### src/rtl/sdac_pkg.sv
package sdac_pkg;
  parameter int unsigned CODE_W_DEF = 12;
  parameter int unsigned SYNC_DEF   = 2;

  // synchronized pin bundle
  typedef struct packed {
    logic sel_n;
    logic sclk;
    logic sdat;
    logic load_n;
    logic clear_n;
  } pins_t;

  localparam int unsigned PINS_W = $bits(pins_t);

  // idle levels the synchronizer takes in reset: select, load and clear high
  localparam pins_t PINS_IDLE = '{sel_n: 1'b1, sclk: 1'b0, sdat: 1'b0,
                                  load_n: 1'b1, clear_n: 1'b1};
endpackage

### src/rtl/sdac_sync.sv
module sdac_sync #(
  parameter int unsigned WIDTH  = 5,
  parameter int unsigned STAGES = 2,
  parameter logic [WIDTH-1:0] RST_VAL = '0
) (
  input  logic             clk,
  input  logic             rst_n,
  input  logic [WIDTH-1:0] d_in,
  output logic [WIDTH-1:0] d_out
);
  logic [STAGES-1:0] chain [WIDTH];

  for (genvar b = 0; b < WIDTH; b++) begin : g_bit
    logic [STAGES-1:0] chain_nxt;
    always_comb begin
      chain_nxt = {chain[b][STAGES-2:0], d_in[b]};
    end
    always_ff @(posedge clk or negedge rst_n) begin
      if (!rst_n) begin
        chain[b] <= {STAGES{RST_VAL[b]}};
      end else begin
        chain[b] <= chain_nxt;
      end
    end
    assign d_out[b] = chain[b][STAGES-1];
  end
endmodule

### src/rtl/sdac_shift.sv
module sdac_shift #(
  parameter int unsigned W = 12
) (
  input  logic         clk,
  input  logic         rst_n,
  input  logic         sel_n,
  input  logic         sclk,
  input  logic         sdat,
  output logic [W-1:0] shreg
);
  logic         sel_q, sclk_q;
  logic         step;
  logic [W-1:0] shreg_nxt;

  // a step is taken on a serial clock rise while selected, or on a select rise while the clock is high
  always_comb begin
    step      = (sclk & ~sclk_q & ~sel_n) | (sel_n & ~sel_q & sclk);
    shreg_nxt = shreg;
    if (step) begin
      shreg_nxt = {shreg[W-2:0], sdat};
    end
  end

  always_ff @(posedge clk or negedge rst_n) begin
    if (!rst_n) begin
      sel_q  <= 1'b1;
      sclk_q <= 1'b0;
      shreg  <= '0;
    end else begin
      sel_q  <= sel_n;
      sclk_q <= sclk;
      if (step) begin
        shreg <= shreg_nxt;
      end
    end
  end

  AST_SHIFT_MSB_FIRST: assert property (@(posedge clk) disable iff (!rst_n)
    ($rose(sclk) && !sel_n) |=> (shreg == {$past(shreg[W-2:0]), $past(sdat)}));
  AST_SELECT_RISE_STEP: assert property (@(posedge clk) disable iff (!rst_n)
    ($rose(sel_n) && sclk) |=> (shreg[0] == $past(sdat)));
  AST_DESELECT_FREEZE: assert property (@(posedge clk) disable iff (!rst_n)
    (sel_n && $stable(sel_n)) |=> $stable(shreg));
endmodule

### src/rtl/sdac_hold.sv
module sdac_hold #(
  parameter int unsigned W = 12
) (
  input  logic         clk,
  input  logic         rst_n,
  input  logic         load_n,
  input  logic         clear_n,
  input  logic [W-1:0] shreg,
  output logic [W-1:0] held
);
  logic [W-1:0] held_nxt;
  logic         held_en;

  // clear has priority; a low strobe makes the register follow the shift register
  always_comb begin
    held_en  = ~clear_n | ~load_n;
    held_nxt = clear_n ? shreg : '0;
  end

  always_ff @(posedge clk or negedge rst_n) begin
    if (!rst_n) begin
      held <= '0;
    end else if (held_en) begin
      held <= held_nxt;
    end
  end

  AST_CLEAR_ZERO: assert property (@(posedge clk) disable iff (!rst_n)
    !clear_n |=> (held == '0));
  AST_LOAD_FOLLOW: assert property (@(posedge clk) disable iff (!rst_n)
    (!load_n && clear_n) |=> (held == $past(shreg)));
  AST_HELD_FROZEN: assert property (@(posedge clk) disable iff (!rst_n)
    (load_n && clear_n) |=> $stable(held));
endmodule

### src/rtl/sdac_front.sv
module sdac_front
  import sdac_pkg::*;
#(
  parameter int unsigned CODE_W      = CODE_W_DEF,
  parameter int unsigned SYNC_STAGES = SYNC_DEF
) (
  input  logic              clk,
  input  logic              rst_n,
  input  logic              sel_n,
  input  logic              ser_clk,
  input  logic              ser_dat,
  input  logic              load_n,
  input  logic              clear_n,
  output logic [CODE_W-1:0] code
);
  pins_t        pins_raw, pins_s;
  logic [CODE_W-1:0] shreg;

  always_comb begin
    pins_raw = '{sel_n: sel_n, sclk: ser_clk, sdat: ser_dat,
                 load_n: load_n, clear_n: clear_n};
  end

  sdac_sync #(
    .WIDTH  (PINS_W),
    .STAGES (SYNC_STAGES),
    .RST_VAL(PINS_IDLE)
  ) u_sync (
    .clk  (clk),
    .rst_n(rst_n),
    .d_in (pins_raw),
    .d_out(pins_s)
  );

  sdac_shift #(.W(CODE_W)) u_shift (
    .clk  (clk),
    .rst_n(rst_n),
    .sel_n(pins_s.sel_n),
    .sclk (pins_s.sclk),
    .sdat (pins_s.sdat),
    .shreg(shreg)
  );

  sdac_hold #(.W(CODE_W)) u_hold (
    .clk    (clk),
    .rst_n  (rst_n),
    .load_n (pins_s.load_n),
    .clear_n(pins_s.clear_n),
    .shreg  (shreg),
    .held   (code)
  );

  AST_RESET_ZERO: assert property (@(posedge clk)
    !rst_n |=> (code == '0));
endmodule

### config.mk
export PLATFORM = sky130hd
export DESIGN_NAME = sdac_front
export DESIGN_NICKNAME = d
export VERILOG_FILES = /design/src/rtl/sdac_pkg.sv /design/src/rtl/sdac_sync.sv /design/src/rtl/sdac_shift.sv /design/src/rtl/sdac_hold.sv /design/src/rtl/sdac_front.sv
export SDC_FILE = /design/constraint.sdc
export NUM_CORES = 1
export LEC_CHECK = 0
export BUFFER_PORTS_ARGS = -buffer_cell sky130_fd_sc_hd__buf_4
export CAP_MARGIN = 20
export CORE_MARGIN = 2
export CORE_UTILIZATION = 45
export CTS_CLUSTER_DIAMETER = 150
export DETAILED_ROUTE_END_ITERATION = 12
export PLACE_DENSITY = 0.71
export SLEW_MARGIN = 30
export SYNTH_ARGS = -nofsm -noshare
export SYNTH_HDL_FRONTEND = slang
export SYNTH_HIERARCHICAL = 1
export SYNTH_SLANG_ARGS = --single-unit
### constraint.sdc
create_clock -name clk -period 1.5 [get_ports clk]
set_input_delay 0.075 -clock clk [delete_from_list [all_inputs] [get_ports clk]]
set_output_delay 0.075 -clock clk [all_outputs]
set_load 0.005 [all_outputs]
==> results by group <==
Floorplan
  • Area of the placeable core: 2810 sq um
  • Boundary Pins: 19
  • Row cnt: 19
  • Total die area: 3470 sq um
  • Initial core utilization: 0.483
  • Vertical extent of the die: 58.9 um
  • Horizontal extent of the die: roughly 59 um

Setup path
  • Critical path required time: 1.72 ns
  • Reg2reg path depth: 4
  • R2R Setup Slk: 0.09 ns
  • Slowest stage cell, crit path: sky130_fd_sc_hd__dfstp_2
  • Kind of critical path: reg -> reg
  • CP endpoint kind: flip-flop
  • Endpoint of the lowest-slack register-to-register path: u_shift/shreg[4]$_DFFE_PN0P_
  • Kind of cell adding the most delay to the critical path: flip-flops
  • Reg-to-Reg Start: u_sync/d_out[4]$_DFF_PN1_
  • Crit-path cells: mux2i_1 > nand2_1 > buf_12 > mux2_4
  • Worst path max stage delay: ~0.55 ns
  • Nature of the critical path startpoint: flip-flop
  • Number of buffers and inverters on the critical path: 1
  • Critical Path AT: 1.63 ns
  • Crit-path max FO: 12

Pwr
  • Internal cell power: about 1900 uW
  • Post-route total power: ~2500 uW
  • Comb pwr share: 0.188
  • Share of power burned in registers: 0.545
  • Pleak: 0.000803 uW
  • Net switching power of the design: 615 uW
  • Peak VDD IR: 0.777 mV
  • Sw Share: 0.247
  • Portion of total power attributed to the clock network: 0.267
  • Pwr/cell area: 1530 nW/um^2

Detailed routing
  • Detailed-route wire length per cell: 13.5 um
  • Residual antenna-violating net count after detailed routing: 0
  • First drt pass iteration count: 8
  • Total Wirelength: between 1.5 and 2 mm
  • Via-per-instance ratio: 4.97
  • Detailed router's first-iteration violation count: 10
  • Remaining design rule violation count: 1
  • Via count of the routed design: 686

Global route
  • Via count of the first global-routing pass: 687
  • Initial antenna violation count: 0
  • Wire length of the first global-routing pass: around 3.2 mm
  • Pin count of the biggest net entering global routing: 37
  • Remaining Overflow, GRT: 0
  • Overall fraction of global-route tracks in use: 0.132

Finish
  • Multi-input logic area: approximately 380 sq um
  • Diode count: 0
  • Most common cell after layout, fill and taps aside: sky130_fd_sc_hd__dfrtp_1
  • Fraction of final layout cells sized beyond drive strength 1: 0.430
  • Post-layout net count: approximately 110
  • Area growth from synthesis to final layout: 19.9%
  • Number of filler cells placed in the layout: 223
  • Most used cells in the layout excluding fill and tap cells: sky130_fd_sc_hd__dfrtp_1, sky130_fd_sc_hd__buf_4, sky130_fd_sc_hd__mux2i_1, sky130_fd_sc_hd__nor2b_1, sky130_fd_sc_hd__mux2_4
  • Reg area: between 900 and 1000 sq um
  • Post-route insts no fill: approximately 140

Timing
  • Count of endpoints failing setup in the final report: 0
  • Number of pins with negative max-slew slack in the final report: 0
  • Final number of hold-violating endpoints: 0
  • Setup repair after global routing missed its margin: no
  • Time the final worst path needs with I/O delays and setup: 1.41 ns
  • Largest clock skew in the final design: 0.0124 ns
  • TNS Setup: 0 ns
  • Transition time of the tightest slew-check pin: 0.432 ns
  • Relative slew slack: 0.712
  • Period Utilization, post-route: 0.940
  • Smallest setup slack after layout: around 0.089 ns
  • Fmax: 709 MHz

Synth
  • Flops & latches, synth: 36
  • Cell Area, Synth: 1360 sq um
  • Area fraction of the dominant cell type after synthesis: 0.536
  • Mean instance size in the synthesized netlist: 16.5 sq um
  • Fraction of the yosys area taken by sequential cells: 0.671
  • Post-synth top area cell: sky130_fd_sc_hd__dfrtp_1
  • Number of synthesis warnings: 6
  • Synth Instances: slightly above 80
  • Synthesized netlist net count: between 80 and 90
  • Unique cell type count in the Yosys netlist: 10
  • Dominant cells by area after synthesis: sky130_fd_sc_hd__dfrtp_1, sky130_fd_sc_hd__dfstp_2, sky130_fd_sc_hd__mux2_4, sky130_fd_sc_hd__mux2i_1, sky130_fd_sc_hd__nor2b_1

Run status
  • Status: complete, but fails checks
  • Violated checks: DRC

Placement
  • Place WS: 0.0888 ns
  • Dpl cells: 124
  • Post-detail-place hpwl: 1.21 mm
  • Global placement routability congestion: 0.729
  • IO buf count: 18

Clock tree
  • Post-CTS repair timing setup buffer count: 0
  • Num CTS Buffers: 5
  • Root Buffer Master: sky130_fd_sc_hd__clkbuf_4
  • Clock Tree Buf Depth: 2
  • Clock tree from TritonCTS: yes
  • Clock-pin slew reported for the worst setup and hold paths after clock tree synthesis: 0.11 ns
  • Number of hold buffers added after CTS: 6
  • Resized Gates After CTS: 0
  • CTS H-Tree Depth: 2
  • Insertion delay of the later-clocked pin in the worst-skew pair: 0.33 ns
  • Clock sink count: 36

Flow run
  • Max-cap violations: 0

Hold path
  • Hold crit path type: in -> async
## synthesized netlist by cell type (all sizes together)
cell type  number
dfrtp          29
nand2           1
mux2i          13
buf             7
nor2b          12
mux2           12
dfstp           7
clkbuf          1
## worst register-to-register path, cell delays in order (launching register included)
cell	delay [ns]
sky130_fd_sc_hd__dfstp_2	0.55
sky130_fd_sc_hd__mux2i_1	0.19
sky130_fd_sc_hd__nand2_1	0.11
sky130_fd_sc_hd__buf_12	0.16
sky130_fd_sc_hd__mux2_4	0.30
## worst max path at each step
stage,from,end,slack [ns],depth (start not counted)
4_1_cts,u_sync/d_out[4]$_DFF_PN1_,u_shift/shreg[2]$_DFFE_PN0P_,0.08,4
5_1_grt,u_sync/d_out[4]$_DFF_PN1_,u_shift/shreg[2]$_DFFE_PN0P_,0.04,4
3_5_place_dp,u_sync/d_out[4]$_DFF_PN1_,u_shift/shreg[1]$_DFFE_PN0P_,0.09,4
2_1_floorplan,u_sync/d_out[4]$_DFF_PN1_,u_shift/shreg[0]$_DFFE_PN0P_,0.07,5
6_report,u_sync/d_out[4]$_DFF_PN1_,u_shift/shreg[4]$_DFFE_PN0P_,0.09,4
3_3_place_gp,u_sync/d_out[4]$_DFF_PN1_,u_shift/shreg[2]$_DFFE_PN0P_,0.14,4
## registers in the layout, summed over array words and instances (netlist names)
register	cells
u_hold/held	12
u_shift/sclk_q	1
u_shift/shreg	12
u_shift/sel_q	1
u_sync/d_out	5
u_sync/chain	5
## layout make-up
class | count | area share
Clock inverter | 3 | 0.0262
Sequential cell | 36 | 0.560
Timing Repair Buffer | 25 | 0.132
Tap cell | 31 | 0.0239
Clock buffer | 5 | 0.0231
Multi-Input combinational cell | 38 | 0.235
## cells by family (layout without fill, tap and decap cells)
group,Yosys count,after routing,synth area share
flip-flops,36,36,0.671
AND/OR/NAND/NOR,13,13,0.0582
multiplexers,25,25,0.223
buffers and inverters,8,33,0.0471
## power groups by stage
stage	Clock (uW)	Combinational, uW	Sequential (uW)
2_1_floorplan	0	329	1320
3_3_place_gp	0	448	1370
3_5_place_dp	0	462	1380
4_1_cts	690	474	1360
5_1_grt	739	510	1380
6_report	665	468	1360
## layer usage
metal | track usage | up-vias | wire [um]
li1 | - | 314 | -
met1 | 0.171 | 350 | 833
met2 | 0.197 | 19 | 896
met3 | 0.0637 | 3 | 118
met4 | 0.0390 | 0 | 14
met5 | 0 | - | 0
## through the flow
stage	cell area, sq um	hold slack [ns]	util
CTS	1630	0.208	0.579
global route	1630	0.223	0.579
global placement	1490	0.0431	0.529
floorplan	1360	-0.221	-
detailed placement	1490	0.0452	0.529
finish	1630	0.204	0.579
Note: power is estimated with default switching activity, not from simulation.
